--- config.mk ---
export PLATFORM = sky130hd
export DESIGN_NAME = busResetGate
export DESIGN_NICKNAME = d
export VERILOG_FILES = /design/src/rtl/busGatePkg.sv /design/src/rtl/busGateDp.sv /design/src/rtl/busGateCtrl.sv /design/src/rtl/busResetGate.sv
export SDC_FILE = /design/constraint.sdc
export NUM_CORES = 1
export LEC_CHECK = 0
export BUFFER_PORTS_ARGS = -buffer_cell sky130_fd_sc_hd__buf_2
export CELL_PAD_IN_SITES_DETAIL_PLACEMENT = 1
export CELL_PAD_IN_SITES_GLOBAL_PLACEMENT = 1
export CORE_ASPECT_RATIO = 0.75
export CORE_MARGIN = 1.5
export CORE_UTILIZATION = 38
export DETAILED_ROUTE_END_ITERATION = 10
export PLACE_DENSITY_LB_ADDON = 0.15
export SLEW_MARGIN = 20
export SYNTH_ARGS = -nofsm -noshare
export SYNTH_HDL_FRONTEND = slang
export SYNTH_SLANG_ARGS = --single-unit
--- constraint.sdc ---
create_clock -name clk -period 1.5 [get_ports clk]
set_input_delay 0.075 -clock clk [delete_from_list [all_inputs] [get_ports clk]]
set_output_delay 0.075 -clock clk [all_outputs]
set_load 0.03 [all_outputs]
--- src/rtl/busGatePkg.sv ---
package busGatePkg;

  typedef enum logic [2:0] {
    ST_IDLE  = 3'd0,
    ST_ACC   = 3'd1,
    ST_HOLD  = 3'd2,
    ST_REF   = 3'd3,
    ST_EXT   = 3'd4,
    ST_MWAIT = 3'd5
  } gateState_e;

  // strobes from control to datapath
  typedef struct packed {
    logic startAcc;
    logic runBeat;
  } dpCmd_t;

  // status from datapath to control
  typedef struct packed {
    logic beatEnd;
    logic lastBeat;
    logic gateOpen;
    logic mrst;
  } dpStat_t;

endpackage

--- src/rtl/busGateDp.sv ---
module busGateDp
  import busGatePkg::*;
#(
  parameter int CTRL_W      = 8,
  parameter int WAIT_W      = 3,
  parameter int BURST_BEATS = 4,
  parameter int START_CNT_W = 7,
  parameter int CTRL_RST    = 2
) (
  input  logic              clk,
  input  logic              porN,
  input  logic              manRstN,
  input  logic              regWe,
  input  logic [CTRL_W-1:0] regWdata,
  output logic [CTRL_W-1:0] regRdata,
  input  logic              accBurst,
  input  dpCmd_t            cmd,
  output dpStat_t           stat,
  output logic              rstInt
);

  localparam int BEAT_W    = (BURST_BEATS > 1) ? $clog2(BURST_BEATS) : 1;
  localparam int START_MAX = (1 << START_CNT_W) - 1;

  logic [1:0]             porSync;
  logic [1:0]             manSync;
  logic [START_CNT_W-1:0] startCnt;
  logic [CTRL_W-1:0]      ctrlReg;
  logic [WAIT_W-1:0]      waitLat;
  logic [WAIT_W-1:0]      cycCnt;
  logic [BEAT_W-1:0]      beatNum;
  logic                   burstLat;
  logic                   gateOpen;
  logic                   beatEnd;

  // power-on reset: asserts at once, releases on the clock
  always_ff @(posedge clk or negedge porN) begin
    if (!porN) porSync <= 2'b00;
    else       porSync <= {porSync[0], 1'b1};
  end
  assign rstInt = ~porSync[1];

  // manual reset: two-flop synchronizer
  always_ff @(posedge clk or posedge rstInt) begin
    if (rstInt) manSync <= 2'b11;
    else        manSync <= {manSync[0], manRstN};
  end

  // hidden startup counter, saturating, cleared by power-on only
  assign gateOpen = (startCnt == START_CNT_W'(START_MAX));
  always_ff @(posedge clk or posedge rstInt) begin
    if (rstInt)         startCnt <= '0;
    else if (!gateOpen) startCnt <= startCnt + 1'b1;
  end

  // control register, loaded only by power-on reset
  always_ff @(posedge clk or posedge rstInt) begin
    if (rstInt)     ctrlReg <= CTRL_W'(CTRL_RST);
    else if (regWe) ctrlReg <= regWdata;
  end
  assign regRdata = ctrlReg;

  // beat timing
  assign beatEnd = (cycCnt == waitLat);
  always_ff @(posedge clk or posedge rstInt) begin
    if (rstInt) begin
      waitLat  <= '0;
      cycCnt   <= '0;
      beatNum  <= '0;
      burstLat <= 1'b0;
    end else if (cmd.startAcc) begin
      waitLat  <= ctrlReg[WAIT_W-1:0];
      burstLat <= accBurst;
      cycCnt   <= '0;
      beatNum  <= '0;
    end else if (cmd.runBeat) begin
      if (beatEnd) begin
        cycCnt  <= '0;
        beatNum <= beatNum + 1'b1;
      end else begin
        cycCnt  <= cycCnt + 1'b1;
      end
    end
  end

  assign stat.beatEnd  = beatEnd;
  assign stat.lastBeat = burstLat ? (beatNum == BEAT_W'(BURST_BEATS - 1)) : (beatNum == '0);
  assign stat.gateOpen = gateOpen;
  assign stat.mrst     = ~manSync[1];

  AST_GATE_STAYS_OPEN: assert property (@(posedge clk) disable iff (rstInt)
    gateOpen |=> gateOpen);

  AST_REG_HOLD: assert property (@(posedge clk) disable iff (rstInt)
    !regWe |=> $stable(ctrlReg));

  AST_CYC_IN_RANGE: assert property (@(posedge clk) disable iff (rstInt)
    cmd.runBeat |-> (cycCnt <= waitLat));

endmodule

--- src/rtl/busGateCtrl.sv ---
module busGateCtrl
  import busGatePkg::*;
(
  input  logic    clk,
  input  logic    rstInt,
  input  logic    accReq,
  input  logic    refReq,
  input  logic    extReq,
  input  dpStat_t stat,
  output dpCmd_t  cmd,
  output logic    accGnt,
  output logic    refGnt,
  output logic    busAck,
  output logic    busOe,
  output logic    beatStb
);

  gateState_e state, stateNxt;

  always_ff @(posedge clk or posedge rstInt) begin
    if (rstInt) state <= ST_IDLE;
    else        state <= stateNxt;
  end

  always_comb begin
    stateNxt = state;
    unique case (state)
      ST_IDLE: begin
        if (refReq)                         stateNxt = ST_REF;
        else if (stat.mrst)                 stateNxt = ST_MWAIT;
        else if (accReq && stat.gateOpen)   stateNxt = ST_ACC;
        else if (extReq)                    stateNxt = ST_EXT;
      end
      ST_ACC: begin
        if (stat.beatEnd) begin
          if (stat.mrst)          stateNxt = ST_MWAIT;
          else if (stat.lastBeat) stateNxt = ST_HOLD;
        end
      end
      ST_HOLD: begin
        if (stat.mrst)    stateNxt = ST_MWAIT;
        else if (!accReq) stateNxt = ST_IDLE;
      end
      ST_REF:   if (!refReq) stateNxt = ST_IDLE;
      ST_EXT:   if (!extReq) stateNxt = ST_IDLE;
      ST_MWAIT: begin
        if (refReq)          stateNxt = ST_REF;
        else if (!stat.mrst) stateNxt = ST_IDLE;
      end
      default: stateNxt = ST_IDLE;
    endcase
  end

  assign cmd.startAcc = (state == ST_IDLE) && !refReq && !stat.mrst && accReq && stat.gateOpen;
  assign cmd.runBeat  = (state == ST_ACC);

  assign accGnt  = (state == ST_ACC) || (state == ST_HOLD);
  assign refGnt  = (state == ST_REF);
  assign busAck  = (state == ST_EXT);
  assign busOe   = (state == ST_ACC) || (state == ST_REF);
  assign beatStb = (state == ST_ACC) && stat.beatEnd;

  AST_GNT_ONEHOT: assert property (@(posedge clk) disable iff (rstInt)
    $onehot0({accGnt, refGnt, busAck}));

  AST_REF_FIRST: assert property (@(posedge clk) disable iff (rstInt)
    (state == ST_IDLE && refReq) |=> refGnt);

  AST_ACC_GATED: assert property (@(posedge clk) disable iff (rstInt)
    $rose(accGnt) |-> stat.gateOpen);

  AST_HOLD_GNT: assert property (@(posedge clk) disable iff (rstInt)
    (accGnt && accReq && !stat.mrst) |=> accGnt);

  AST_MRST_CUT: assert property (@(posedge clk) disable iff (rstInt)
    (beatStb && stat.mrst) |=> (!accGnt && !busOe));

  AST_NO_ACK_MRST: assert property (@(posedge clk) disable iff (rstInt)
    $rose(busAck) |-> $past(!stat.mrst));

  AST_OE_OFF_EXT: assert property (@(posedge clk) disable iff (rstInt)
    busAck |-> !busOe);

endmodule

--- src/rtl/busResetGate.sv ---
module busResetGate
  import busGatePkg::*;
#(
  parameter int CTRL_W      = 8,
  parameter int WAIT_W      = 3,
  parameter int BURST_BEATS = 4,
  parameter int START_CNT_W = 7,
  parameter int CTRL_RST    = 2
) (
  input  logic              clk,
  input  logic              porN,
  input  logic              manRstN,
  input  logic              accReq,
  input  logic              accBurst,
  output logic              accGnt,
  output logic              beatStb,
  output logic              busOe,
  input  logic              refReq,
  output logic              refGnt,
  input  logic              extReq,
  output logic              busAck,
  input  logic              regWe,
  input  logic [CTRL_W-1:0] regWdata,
  output logic [CTRL_W-1:0] regRdata
);

  dpCmd_t  cmd;
  dpStat_t stat;
  logic    rstInt;

  busGateDp #(
    .CTRL_W(CTRL_W), .WAIT_W(WAIT_W), .BURST_BEATS(BURST_BEATS),
    .START_CNT_W(START_CNT_W), .CTRL_RST(CTRL_RST)
  ) uDp (
    .clk(clk), .porN(porN), .manRstN(manRstN),
    .regWe(regWe), .regWdata(regWdata), .regRdata(regRdata),
    .accBurst(accBurst), .cmd(cmd), .stat(stat), .rstInt(rstInt)
  );

  busGateCtrl uCtrl (
    .clk(clk), .rstInt(rstInt),
    .accReq(accReq), .refReq(refReq), .extReq(extReq),
    .stat(stat), .cmd(cmd),
    .accGnt(accGnt), .refGnt(refGnt), .busAck(busAck),
    .busOe(busOe), .beatStb(beatStb)
  );

endmodule

Word level (Yosys, flattened, before mapping):

Cells that the tools add are included.

* input bits: 16
* register bits after elaboration: 31
* output and inout port bits: 13
* word-level logic and storage cells: 63

* multiplexer cells: 21
* equal/unequal tests: 15
* reduce and logical (&&, ||, !) cells: 15
* add/sub/neg operators: 3

Operators by type and width (count)
* 2-to-1 mux 3 bit: 16
* one-hot mux 3 bit (6 select lines): 1
* != test 3 bit, second input constant: 3
* adder 7 x 1 -> 7 bit, second input constant: 1
* equality test 7 bit, second input constant: 1
* AND reduction 7 bit: 1
* equality test 3 x 2 -> 1 bit, second input constant: 2
* equality test 3 bit, second input constant: 2
* logical AND 1 bit: 6
* 2-to-1 mux 2 bit: 3
* != test 5 x 4 -> 1 bit, second input constant: 1
* != test 2 bit, second input constant: 2
* nonzero test 2 bit: 2
* adder 3 x 1 -> 3 bit, second input constant: 1
* equality test 3 x 1 -> 1 bit, second input constant: 1
* equality test 3 bit: 1
* zero test 3 bit: 1
* adder 2 x 1 -> 2 bit, second input constant: 1
* equality test 2 bit, second input constant: 1
* zero test 2 bit: 1
* logical OR 1 bit: 2
* != test 2 x 1 -> 1 bit, second input constant: 1
* AND reduction 2 bit: 1
* zero test 1 bit: 1
* 2-to-1 mux 1 bit: 1

Longest topological paths before layout:

* depth in word-level cells: 7
* mapped depth: 6
* depth with buffers taken out: 6

Cells and area by module:

Synthesis repeated with hierarchy kept, for this count alone.

* cells, all modules: 145
* area total of the unflattened synthesis: 1651.6 um^2

By module, submodules not included
* busGateDp: sequential area each 704.4 um^2, cells each 95, instances 1, area an instance 1251.2 um^2
* busGateCtrl: sequential area each 75.1 um^2, cells each 50, instances 1, area an instance 400.4 um^2

Worst setup path before layout:

Ideal clock, no wire load.

* path kind: flip-flop to flip-flop
* from: register uCtrl.state[1]
* to: register uDp.beatNum[1]
* arrival: 1603 ps
* cell stages (with the launch flop): 6
* period minus slack after synthesis: 1735 ps
* path buffers: 1
* path slack: -235 ps
* required time: 1368 ps
* path through: dfrtp_1 buf_6 or3b_4 or4_4 mux2i_1 nor2_1

* word-level cells in the longest chain between the ends: 7
* elaborated cells between the ends (all ways): 10
* classes of those cells: 1 x eq/ne; 1 x mux; 8 x reduce/logical

RTL lines
* from (decl): line busGateCtrl.sv:18 `gateState_e state, stateNxt;`
* from (signal assigned): line busGateCtrl.sv:22 `else state <= stateNxt;`
* zero test 3 bit: line busGateCtrl.sv:54 `assign cmd.startAcc = (state == ST_IDLE) && !refReq && !stat.mrst && accReq && stat.gateOpen;`
* logical AND 1 bit (4 in a row): line busGateCtrl.sv:54
* nonzero test 2 bit (no source line)
* AND reduction 2 bit (no source line)
* to (signal assigned): line busGateDp.sv:79 `beatNum <= beatNum + 1'b1;`
* to (decl): line busGateDp.sv:31 `logic [BEAT_W-1:0] beatNum;`

Several ways; a longest one is shown, not always the timed one.
A chain may end at the register's enable or synchronous reset.

Final worst setup path:

* from: register uCtrl.state[2]
* to: output beatStb

* word-level cells in the longest chain between the ends: 2

RTL lines
* equality test 3 x 1 -> 1 bit: line busGateCtrl.sv:61 `assign beatStb = (state == ST_ACC) && stat.beatEnd;`
* logical AND 1 bit: line busGateCtrl.sv:61
* to (decl): line busResetGate.sv:16 `output logic beatStb,`

No other way between the ends.

==> flow_metrics.py <==
metrics = {
    "sta": {
        "fin_skew_ns": 0.00443,
        "hold-worst-slack_ns": 0.0268,
        "fin_crit_sh": 1.20,
        "worst_slack_ns": -0.293,
        "fin_setup_tns_ns": -1.20,
        "fmax_ghz": 0.558,
        "slew_violations": 0,
        "rsz0062_at_grt": "true",
        "finalCriticalPeriod_ns": 1.79,
        "setup_viol": 11,
        "hold_viol": 0,
    },
    "clock_network": {
        "cts_made_buffers": 5,
        "root_buffer": "clkbuf_8",
        "cts_sinks": 31,
        "clockBufferDepth": 2,
        "clk_pin_slew_ns": 0.06,
        "cts_tree": "built",
        "cts_max_level": 2,
        "clk_latency_ns": 0.28,
    },
    "yosys": {
        "syn_avg_cell_area_um2": 11.3,
        "synth_top_area_share": 0.472,
        "yosys_register_bits": 31,
        "synth_cells": 131,
        "synthesis.area_um2": 1490,
        "synth_warnings": 0,
        "ys_seq_area_frac": 0.525,
        "yosysUniqueCellTypes": 39,
        "syn-num-nets": 151,
        "synth_area_leaders": "dfrtp_1, mux2_2, dfstp_2",
        "yosysTopAreaCell": "dfrtp_1",
    },
    "cells_and_area": {
        "n_fill_cell": 412,
        "layoutNonFillerInstCount": 246,
        "layout-drive-gt1-share": 0.531,
        "multi_input_area_um2": 796,
        "regArea_um2": 779,
        "antennaDiodeCount": 0,
        "syn2layout_area_growth_pct": 46.3,
        "layout.nets": 213,
    },
    "worst_hold_path": {
        "min_path_type": "in -> reg",
        "holdPathEnd": "uDp.regRdata[3]",
        "hold_start": "regWdata[3]",
        "hold_depth": 2,
    },
    "worst_setup_path": {
        "required_ns": 1.42,
        "cp-start-kind": "flop",
        "rrSetupSlack_ns": -0.21,
        "crit_arrival_ns": 1.72,
        "reg2regPathDepth": 5,
        "path_max_fanout": 2,
        "r2r-start": "uCtrl.state[2]",
        "critPathLaunch": "uCtrl.state[2]",
        "cp-end-kind": "primary output",
        "cpLargestDelayFamily": "simple AND/OR/NAND/NOR gates",
        "crit_buf_inv": 2,
        "crit_type": "reg -> out",
        "path_cells": "or3b_4 -> or4_4 -> inv_2 -> buf_6",
        "critPathMaxStageDelay_ns": 0.46,
        "worst_r2r_endpoint": "uDp.beatNum[1]",
        "crit_slowest_cell": "or4_4",
    },
    "global_routing": {
        "antenna_found_initial": 0,
        "grtUsageTotal": 0.218,
        "grt_first_pass_wirelength_mm": 6.88,
        "grt-ovfl-total": 0,
        "grt_pass1_vias": 1443,
        "grt_max_degree": 21,
    },
    "floorplanning": {
        "start_util": 0.400,
        "core_area_um2": 3710,
        "die_height_um": 57.1,
        "die_area_um2": 4300,
        "ios": 29,
        "die_x_um": 75.2,
        "num_rows": 19,
    },
    "routing": {
        "routed-via-count": 1247,
        "antenna_left": 0,
        "drt-pass1-iter-count": 4,
        "drt_wl_total_mm": 4.16,
        "drc_errors": 0,
        "viasPerCell": 5.07,
        "drtIter0Drc": 86,
        "wl_per_cell_um": 16.9,
    },
    "pwr": {
        "p_leak_nw": 1.05,
        "p_per_area_nw_per_um2": 1650,
        "peakVddDrop_mv": 0.654,
    },
    "place": {
        "place_inst": 231,
        "gp_congestion": 0.805,
        "dp_hpwl_mm": 3.01,
        "port_buffers": 28,
    },
    "outcome": {
        "status": "finished with violations",
        "violations": "negative setup slack",
    },
    "job": {
        "max_cap_violations": 0,
    },
}
worst max-delay path by stage:
| stage | endpoint | slack (ns) | cells after the start |
|---|---|---|---|
| global placement | uDp.cycCnt[2] | -0.08 | 6 |
| detailed placement | uDp.cycCnt[2] | -0.11 | 6 |
| finish | beatStb | -0.29 | 4 |
| global route | beatStb | -0.32 | 4 |
| CTS | beatStb | -0.29 | 4 |
| floorplan | uDp.beatNum[1] | -0.11 | 5 |
timing repair:
item,4_1_cts,5_1_grt
pin swaps,7,0
hold endpoints to repair,3,0
buffers inserted,5,0
endpoints found under the setup margin,15,18
hold buffers,2,0
gates resized for setup,22,17
power by group:
group          switching (mW)  internal, mW  total, mW  leakage [nW]
Clock                   0.308         0.324      0.632        0.0412
Combinational           0.981         0.914       1.90         0.624
Sequential             0.0913         0.962       1.05         0.382
state kept, by name (all words and copies together), names as in the netlist:
signal,count
uCtrl.state,3
uDp.beatNum,2
uDp.burstLat,1
uDp.cycCnt,3
uDp.manSync,2
uDp.porSync,2
uDp.regRdata,8
uDp.startCnt,7
uDp.waitLat,3
worst reg2reg max path, delay by kind of cell, from the launching register on:
| family | cells | cell delay (ns) |
|---|---|---|
| simple gates | 3 | 0.92 |
| flops | 1 | 0.38 |
| mux | 1 | 0.16 |
| buf+inv | 1 | 0.15 |
cell type report:
type | count | area share
multi-input combinational | 90 | 0.366
sequential | 31 | 0.359
timing repair buffer | 59 | 0.196
clock buffer | 6 | 0.0334
tap | 52 | 0.0299
inverter | 6 | 0.0104
clock inverter | 2 | 0.00576
kinds of logic after synthesis:
| family | count (synthesis) | share of synthesized area |
|---|---|---|
| xor+xnor | 9 | 0.0531 |
| flops | 31 | 0.525 |
| mux | 16 | 0.120 |
| simple gates | 43 | 0.152 |
| fa+ha+maj | 4 | 0.0337 |
| compound gates | 17 | 0.0834 |
| other cells | 1 | 0.00252 |
| buf+inv | 10 | 0.0303 |
cell usage in the layout (no fill, tap or decap), types with 3 or more instances in the layout:
master,n
nor2_1,6
xor2_1,5
nand2_2,3
inv_1,5
dfstp_2,3
buf_6,6
dfrtp_1,28
nand2_1,12
clkbuf_8,5
nand3_1,3
ha_1,3
buf_2,23
mux2_4,5
mux2_2,9
buf_4,27
routing by layer:
| metal | GRT usage | part of all wire | vias to the layer above |
|---|---|---|---|
| met5 | 0 | 0 | - |
| met4 | 0.0816 | 0.018 | 0 |
| met3 | 0.0583 | 0.044 | 10 |
| met2 | 0.367 | 0.51 | 31 |
| met1 | 0.268 | 0.43 | 632 |
| li1 | - | - | 574 |
per-stage QoR:
step | area (µm²) | total power [mW] | worst slack [ns] | util
after floorplan | 1510 | 1.96 | -0.112 | -
after global placement | 1880 | 2.40 | -0.0773 | 0.508
after detailed placement | 1880 | 2.50 | -0.112 | 0.508
after CTS | 2120 | 3.42 | -0.292 | 0.573
after global routing | 2170 | 3.76 | -0.323 | 0.586
final | 2170 | 3.58 | -0.293 | 0.586
synth_stat cells, drive strengths merged:
cell	number
a221o	1
and2	2
o32ai	2
nand2	15
or2	1
clkbuf	2
inv	6
nor3b	2
or4	1
nor3	2
xnor2	4
nor2b	3
o311ai	1
ha	4
nand3b	1
and3	2
or3b	1
o21bai	1
o31ai	2
o22ai	2
and4	1
mux2	14
o21a	2
o31a	1
conb	1
nand4	1
dfrtp	28
nand2b	1
o21ai	2
buf	2
nor2	7
a21oi	2
a211o	1
dfstp	3
mux2i	2
nand3	3
xor2	5
No activity file was read; power rests on OpenSTA's default activity.
